**config.mk**
```make
export PLATFORM = sky130hd
export DESIGN_NAME = eff_addr_gen
export DESIGN_NICKNAME = d
export VERILOG_FILES = /design/src/rtl/eag_pkg.sv /design/src/rtl/eag_index_sel.sv /design/src/rtl/eag_addr_unit.sv /design/src/rtl/eff_addr_gen.sv
export SDC_FILE = /design/constraint.sdc
export NUM_CORES = 1
export LEC_CHECK = 0
export BUFFER_PORTS_ARGS = -buffer_cell sky130_fd_sc_hd__buf_2
export CAP_MARGIN = 20
export CORE_MARGIN = 10
export CORE_UTILIZATION = 30
export CTS_BUF_LIST = sky130_fd_sc_hd__clkbuf_8
export CTS_CLUSTER_DIAMETER = 150
export DETAILED_ROUTE_END_ITERATION = 7
export PLACE_DENSITY = 0.47
export SYNTH_ARGS = -nofsm -noshare
export SYNTH_HDL_FRONTEND = slang
export SYNTH_SLANG_ARGS = --single-unit
```
**constraint.sdc**
```tcl
create_clock -name clk -period 2.9 [get_ports clk]
set_input_delay 0.435 -clock clk [delete_from_list [all_inputs] [get_ports clk]]
set_output_delay 0.435 -clock clk [all_outputs]
set_load 0.005 [all_outputs]
```
**src/rtl/eag_pkg.sv**
```systemverilog
package eag_pkg;

  localparam int MODE_W = 4;

  typedef enum logic [MODE_W-1:0] {
    MODE_ACCUM = 4'd0,
    MODE_NONE  = 4'd1,
    MODE_IMM   = 4'd2,
    MODE_ZPG   = 4'd3,
    MODE_ABS   = 4'd4,
    MODE_REL   = 4'd5,
    MODE_IND   = 4'd6,
    MODE_ABSX  = 4'd7,
    MODE_ABSY  = 4'd8,
    MODE_ZPGX  = 4'd9,
    MODE_ZPGY  = 4'd10,
    MODE_PREX  = 4'd11,
    MODE_POSTY = 4'd12
  } eag_mode_e;

  typedef enum logic [2:0] {
    ST_IDLE,
    ST_OPLO,
    ST_OPHI,
    ST_PLO,
    ST_PHI,
    ST_DATA,
    ST_DONE
  } eag_step_e;

  function automatic logic has_operand(eag_mode_e m);
    return (m inside {MODE_IMM, MODE_ZPG, MODE_ABS, MODE_REL, MODE_IND,
                      MODE_ABSX, MODE_ABSY, MODE_ZPGX, MODE_ZPGY,
                      MODE_PREX, MODE_POSTY});
  endfunction

  function automatic logic uses_x(eag_mode_e m);
    return (m inside {MODE_ABSX, MODE_ZPGX, MODE_PREX});
  endfunction

  function automatic logic uses_y(eag_mode_e m);
    return (m inside {MODE_ABSY, MODE_ZPGY, MODE_POSTY});
  endfunction

endpackage

```
**src/rtl/eag_index_sel.sv**
```systemverilog
module eag_index_sel
  import eag_pkg::*;
#(
  parameter int DATA_W = 8
) (
  input  eag_mode_e          mode,
  input  logic [DATA_W-1:0]  x_val,
  input  logic [DATA_W-1:0]  y_val,
  output logic [DATA_W-1:0]  idx
);

  always_comb begin
    if (uses_x(mode))      idx = x_val;
    else if (uses_y(mode)) idx = y_val;
    else                   idx = '0;
  end


  idx_zero_chk: assert final (uses_x(mode) || uses_y(mode) || idx == '0);

endmodule

```
**src/rtl/eag_addr_unit.sv**
```systemverilog
module eag_addr_unit #(
  parameter int ADDR_W = 16,
  parameter int DATA_W = 8
) (
  input  logic [ADDR_W-1:0] pc_cur,
  input  logic [ADDR_W-1:0] ea_cur,
  input  logic [DATA_W-1:0] lo_byte,
  input  logic [DATA_W-1:0] rd_byte,
  input  logic [DATA_W-1:0] idx,
  output logic [ADDR_W-1:0] byte_ext,
  output logic [ADDR_W-1:0] byte_idx,
  output logic [ADDR_W-1:0] word_raw,
  output logic [ADDR_W-1:0] word_idx,
  output logic [ADDR_W-1:0] rel_tgt,
  output logic [ADDR_W-1:0] ea_next
);

  localparam int EXT_W = ADDR_W - DATA_W;
  localparam int WORD_W = 2 * DATA_W;

  logic [WORD_W-1:0] word_cat;
  logic [ADDR_W-1:0] sext_off;

  assign word_cat = {rd_byte, lo_byte};
  assign sext_off = {{EXT_W{rd_byte[DATA_W-1]}}, rd_byte};

  assign byte_ext = ADDR_W'(rd_byte);
  assign byte_idx = ADDR_W'(rd_byte) + ADDR_W'(idx);
  assign word_raw = ADDR_W'(word_cat);
  assign word_idx = ADDR_W'(word_cat) + ADDR_W'(idx);
  assign rel_tgt  = pc_cur + ADDR_W'(1) + sext_off;
  assign ea_next  = ea_cur + ADDR_W'(1);

endmodule

```
**src/rtl/eff_addr_gen.sv**
```systemverilog
module eff_addr_gen
  import eag_pkg::*;
#(
  parameter int ADDR_W = 16,
  parameter int DATA_W = 8
) (
  input  logic              clk,
  input  logic              rst_n,
  input  logic              req_valid,
  output logic              req_ready,
  input  logic [3:0]        req_mode,
  input  logic              req_no_deref,
  input  logic [ADDR_W-1:0] req_pc,
  input  logic [DATA_W-1:0] req_x,
  input  logic [DATA_W-1:0] req_y,
  output logic              mem_rd,
  output logic [ADDR_W-1:0] mem_addr,
  input  logic [DATA_W-1:0] mem_rdata,
  output logic              done,
  output logic [ADDR_W-1:0] ptr_out,
  output logic [DATA_W-1:0] val_out,
  output logic [ADDR_W-1:0] pc_out
);

  localparam logic [ADDR_W-1:0] PC_STEP = ADDR_W'(1);

  eag_step_e         step_q;
  logic              cap_q;
  eag_mode_e         mode_q;
  logic              nd_q;
  logic [ADDR_W-1:0] pc_q;
  logic [ADDR_W-1:0] pc_base_q;
  logic [DATA_W-1:0] x_q;
  logic [DATA_W-1:0] y_q;
  logic [DATA_W-1:0] lo_q;
  logic [ADDR_W-1:0] ea_q;
  logic [DATA_W-1:0] val_q;

  logic [DATA_W-1:0] idx;
  logic [ADDR_W-1:0] byte_ext, byte_idx, word_raw, word_idx, rel_tgt, ea_next;

  eag_index_sel #(.DATA_W(DATA_W)) u_idx (
    .mode  (mode_q),
    .x_val (x_q),
    .y_val (y_q),
    .idx   (idx)
  );

  eag_addr_unit #(.ADDR_W(ADDR_W), .DATA_W(DATA_W)) u_addr (
    .pc_cur   (pc_q),
    .ea_cur   (ea_q),
    .lo_byte  (lo_q),
    .rd_byte  (mem_rdata),
    .idx      (idx),
    .byte_ext (byte_ext),
    .byte_idx (byte_idx),
    .word_raw (word_raw),
    .word_idx (word_idx),
    .rel_tgt  (rel_tgt),
    .ea_next  (ea_next)
  );

  // Port view of the sequencer
  assign req_ready = (step_q == ST_IDLE);
  assign done      = (step_q == ST_DONE);
  assign ptr_out   = ea_q;
  assign val_out   = val_q;
  assign pc_out    = pc_q;
  assign mem_rd    = !cap_q && (step_q inside {ST_OPLO, ST_OPHI, ST_PLO, ST_PHI, ST_DATA});

  always_comb begin
    case (step_q)
      ST_PLO, ST_DATA: mem_addr = ea_q;
      ST_PHI:          mem_addr = ea_next;
      default:         mem_addr = pc_q;
    endcase
  end

  always_ff @(posedge clk or negedge rst_n) begin
    if (!rst_n) begin
      step_q    <= ST_IDLE;
      cap_q     <= 1'b0;
      mode_q    <= MODE_ACCUM;
      nd_q      <= 1'b0;
      pc_q      <= '0;
      pc_base_q <= '0;
      x_q       <= '0;
      y_q       <= '0;
      lo_q      <= '0;
      ea_q      <= '0;
      val_q     <= '0;
    end else begin
      case (step_q)
        ST_IDLE: begin
          cap_q <= 1'b0;
          if (req_valid) begin
            mode_q    <= eag_mode_e'(req_mode);
            nd_q      <= req_no_deref;
            pc_q      <= req_pc;
            pc_base_q <= req_pc;
            x_q       <= req_x;
            y_q       <= req_y;
            if (has_operand(eag_mode_e'(req_mode))) begin
              step_q <= ST_OPLO;
            end else begin
              ea_q   <= '0;
              val_q  <= '0;
              step_q <= ST_DONE;
            end
          end
        end

        ST_OPLO: begin
          if (!cap_q) begin
            cap_q <= 1'b1;
          end else begin
            cap_q <= 1'b0;
            lo_q  <= mem_rdata;
            pc_q  <= pc_q + PC_STEP;
            case (mode_q)
              MODE_IMM, MODE_ZPG: begin
                ea_q   <= byte_ext;
                val_q  <= mem_rdata;
                step_q <= ST_DONE;
              end
              MODE_REL: begin
                ea_q <= rel_tgt;
                if (nd_q) begin
                  val_q  <= rel_tgt[DATA_W-1:0];
                  step_q <= ST_DONE;
                end else begin
                  step_q <= ST_DATA;
                end
              end
              MODE_ZPGX, MODE_ZPGY: begin
                ea_q <= byte_idx;
                if (nd_q) begin
                  val_q  <= byte_idx[DATA_W-1:0];
                  step_q <= ST_DONE;
                end else begin
                  step_q <= ST_DATA;
                end
              end
              MODE_PREX, MODE_POSTY: begin
                if (nd_q) begin
                  ea_q   <= byte_ext;
                  val_q  <= mem_rdata;
                  step_q <= ST_DONE;
                end else begin
                  ea_q   <= (mode_q == MODE_PREX) ? byte_idx : byte_ext;
                  step_q <= ST_PLO;
                end
              end
              default: step_q <= ST_OPHI;
            endcase
          end
        end

        ST_OPHI: begin
          if (!cap_q) begin
            cap_q <= 1'b1;
          end else begin
            cap_q <= 1'b0;
            pc_q  <= pc_q + PC_STEP;
            if (mode_q == MODE_IND) begin
              ea_q <= word_raw;
              if (nd_q) begin
                val_q  <= lo_q;
                step_q <= ST_DONE;
              end else begin
                step_q <= ST_PLO;
              end
            end else begin
              ea_q <= word_idx;
              if (nd_q) begin
                val_q  <= word_idx[DATA_W-1:0];
                step_q <= ST_DONE;
              end else begin
                step_q <= ST_DATA;
              end
            end
          end
        end

        ST_PLO: begin
          if (!cap_q) begin
            cap_q <= 1'b1;
          end else begin
            cap_q  <= 1'b0;
            lo_q   <= mem_rdata;
            step_q <= ST_PHI;
          end
        end

        ST_PHI: begin
          if (!cap_q) begin
            cap_q <= 1'b1;
          end else begin
            cap_q  <= 1'b0;
            ea_q   <= (mode_q == MODE_POSTY) ? word_idx : word_raw;
            step_q <= ST_DATA;
          end
        end

        ST_DATA: begin
          if (!cap_q) begin
            cap_q <= 1'b1;
          end else begin
            cap_q  <= 1'b0;
            val_q  <= mem_rdata;
            step_q <= ST_DONE;
          end
        end

        default: begin
          cap_q  <= 1'b0;
          step_q <= ST_IDLE;
        end
      endcase
    end
  end


  done_pulse_chk: assert property (@(posedge clk) disable iff (!rst_n)
    done |=> (!done && req_ready));


  rd_busy_chk: assert property (@(posedge clk) disable iff (!rst_n)
    mem_rd |-> !req_ready && !done);


  rd_gap_chk: assert property (@(posedge clk) disable iff (!rst_n)
    mem_rd |=> !mem_rd);


  hold_idle_chk: assert property (@(posedge clk) disable iff (!rst_n)
    (req_ready && !req_valid) |=> ($stable(ptr_out) && $stable(val_out) && $stable(pc_out)));


  no_operand_chk: assert property (@(posedge clk) disable iff (!rst_n)
    (done && !has_operand(mode_q)) |-> (ptr_out == '0 && val_out == '0 && pc_out == pc_base_q));


  pc_step_chk: assert property (@(posedge clk) disable iff (!rst_n)
    done |-> ((pc_out - pc_base_q) <= ADDR_W'(2)));

endmodule

```
==> impl_metrics.yaml <==
outcome:
  status: "finished, violations left"
  violations: "hold timing, setup timing"
critical_path:
  start_kind: "flop"
  worstPathMaxFanout: 6
  endpoint_kind: "flop"
  crit_path_frequent_cell: "buf_4"
  cpMaxStageDelayCell: "dfrtp_2"
  required_ns: 3.18
  cp.arrival_ns: 3.34
  reg2reg_slack_ns: -0.15
  slowest_delay_ns: 0.46
  criticalPathCategory: "reg -> reg"
  cp_cell_sequence: "nor2b_4 -> a21oi_4 -> o22ai_2 -> buf_4 -> fa_1 -> buf_4 -> xor2_1 -> a221o_1 -> a222oi_1 -> buf_4 -> o21ai_1"
logic_synthesis:
  synth_cells: 833
  yosysTopAreaCell: "dfrtp_1"
  ys_seq_elements: 73
  synthFlopType: "dfrtp_1"
  synthTopCellsByArea: "dfrtp_1, ha_1, a21oi_1, mux2_2, nand2_1"
  synth_most_common_cell: "nand2_1"
  synth.yosys.seq_area_share: 0.2687
  synth.cells.most_frequent: "nand2_1, dfrtp_1, a21oi_1"
  synth_fp_nets: 919
  synth_top_area_share: 0.2687
  synth.cell_area_um2: 6799
  avgSynthCellArea_um2: 8.162
  synth.distinct_cells: 82
  synth_enable_flop_cells: 0
  synthArstFlopShare: 1.000
  yosys_warnings: 0
power_and_ir_drop:
  switching_share: 0.4965
  seqPwrFrac: 0.180
  power_density_nw_per_um2: 1325
  p_switching_w: 0.006073
  p_int_w: 0.006159
  irDropWorstVdd_uv: 448.0
  power_frac_clock: 0.083
  power.leakage_nw: 4.009
  p_comb_frac: 0.737
floorplanning:
  dieHeight_um: 170.5
  row_count: 55
  die_x_um: 170.5
  core_area_um2: 22500
  io_pins: 107
  initial_utilization: 0.3021
  die-area_um2: 29090
placement:
  io_buffers: 106
  gp_congestion: 0.9563
  placed_area_um2: 8522
  place_hpwl_um: 21970
global_routing:
  grt_max_degree: 41
  grt_usage: 0.1876
  first_global_vias: 7157
  grt_remaining_overflow: 0
  grt_pass1_wl_um: 42460
  antenna_found_initial: 0
flow_run:
  drv_cap: 0
sta:
  maxSlewHeadroom: 0.5723
  worst_slack_ns: -0.1534
  timing.setup.tns_ns: -0.5374
  final.min_clock_period_ns: 3.053
  worst_hold_slack_ns: -0.007200
  fin_crit_sh: 1.053
  rsz0062_at_grt: "yes"
  skew_ns: 0.01182
  final-setup-viol-count: 10
  hold_viol_final: 4
  worst_pin_slew_ns: 0.6401
  drv_slew: 0
  fmax_ghz: 0.3275
finish:
  synthToLayoutAreaGrowth_pct: 35.81
  nets: 1130
  antenna_cells: 0
  finish.instance_area_um2: 9234
  finish.utilization: 0.4103
  drive_gt1_frac: 0.3689
clock_network:
  cts_tree: "built"
  clock_latency_ns: 0.39
  cts_buffers: 9
  cts.path.max_buffers: 2
  ctsHoldBuffers: 0
  path_clk_slew_ns: 0.10
  htreeDepth: 3
  root_buffer: "clkbuf_8"
  clock-sinks: 73
routing:
  first_pass_iters: 5
  drtIter0Drc: 574
  vias: 7461
  drtAntennaViolNets: 0
  routed_wl_um: 28020
  drc: 0
  wl_per_cell_um: 21.00
  vias_per_cell: 5.593
worst_hold_path:
  hold_class: "in -> async"
## final timing paths
| check | from | endpoint | depth (start not counted) |
|---|---|---|---|
| worst min register to register | val_out[2]$_DFFE_PN0P_ | val_out[2]$_DFFE_PN0P_ | 2 |
| worst max-delay path | mode_q[2]$_DFFE_PN0P_ | ptr_out[2]$_DFFE_PN0P_ | 11 |
| worst min-delay path | rst_n | pc_out[11]$_DFFE_PN0P_ | 1 |
| worst max register to register | mode_q[2]$_DFFE_PN0P_ | ptr_out[2]$_DFFE_PN0P_ | 11 |
| min in group clk | req_no_deref | nd_q$_DFFE_PN0P_ | 2 |
| max in group asynchronous | rst_n | ptr_out[0]$_DFFE_PN0P_ | 2 |
## area by class of cell
cell class | count | area (µm²)
clock inverter | 7 | 110.1
multi-input combinational | 682 | 5062
tap | 285 | 356.6
sequential | 73 | 1838
clock buffer | 9 | 123.9
fill | 2287 | 13270
inverter | 29 | 108.9
timing repair buffer | 249 | 1634
## routing by layer
layer | track usage | vias up | routed length [µm]
met5 | 0 | - | 0
met3 | 0.03410 | 41 | 1883
met4 | 0.05263 | 0 | 567
met2 | 0.2957 | 262 | 12630
met1 | 0.2559 | 3614 | 12930
li1 | - | 3544 | -
## sequential cells by signal, summed over array words and instances (netlist names)
register and count:
cap_q 1, nd_q 1, y_q 8, step_q 3
mode_q 4, ptr_out 16, pc_out 16, x_q 8
lo_q 8, val_out 8
## critical path: cells and delay by family (launching register included)
| kind | cells | cell delay, ns |
|---|---|---|
| compound gates | 5 | 1.25 |
| buf+inv | 3 | 0.51 |
| flops | 1 | 0.46 |
| fa+ha+maj | 1 | 0.41 |
| xor+xnor | 1 | 0.17 |
| simple gates | 1 | 0.15 |
## metrics by stage
step / setup slack (ns) / hold WS, ns / total power (W) / cells
6_report: -0.1534 / -0.007200 / 0.01223 / 1334
5_1_grt: -0.2226 / 0.01999 / 0.01315 / 1334
4_1_cts: -0.09436 / 0.006328 / 0.01174 / 1321
3_5_place_dp: -0.2133 / 0.4396 / 0.01041 / 1298
3_3_place_gp: -0.1599 / 0.4387 / 0.01039 / 1298
2_1_floorplan: 0.007279 / 0.1394 / 0.007062 / 833
## cell usage in the layout (no fill, tap or decap), drive strengths merged, types with 24 or more instances in the layout
| cell | Yosys | final |
|---|---|---|
| a21oi | 71 | 71 |
| buf | 21 | 249 |
| dfrtp | 73 | 73 |
| ha | 35 | 35 |
| inv | 29 | 33 |
| mux2 | 30 | 30 |
| nand2 | 85 | 85 |
| nor2 | 69 | 69 |
| o21ai | 59 | 59 |
| o22ai | 24 | 24 |
## repair_timing
| action | in CTS | in global routing |
|---|---|---|
| buffers inserted | 7 | 13 |
| endpoints found under the hold margin | 0 | 0 |
| endpoints found under the setup margin | 19 | 26 |
| resized for setup | 32 | 37 |
| pin swaps | 27 | 36 |
## power by group through the flow
stage          logic (W)  registers (W)  clock network (W)
6_report         0.00901        0.00220            0.00102
5_1_grt          0.00979        0.00228            0.00108
4_1_cts          0.00852        0.00218            0.00104
3_5_place_dp     0.00821        0.00219                  0
3_3_place_gp     0.00820        0.00218                  0
2_1_floorplan    0.00515        0.00191                  0
## cell families (layout without fill, tap and decap cells)
| kind of cell | Yosys count | in the layout | share of synthesized area |
|---|---|---|---|
| compound gates | 293 | 293 | 0.2928 |
| buf+inv | 78 | 294 | 0.04840 |
| fa+ha+maj | 38 | 38 | 0.07324 |
| mux | 49 | 49 | 0.07766 |
| simple gates | 267 | 267 | 0.1941 |
| xor+xnor | 35 | 35 | 0.04509 |
| flops | 73 | 73 | 0.2687 |
Note: power is estimated with default switching activity, not from simulation.
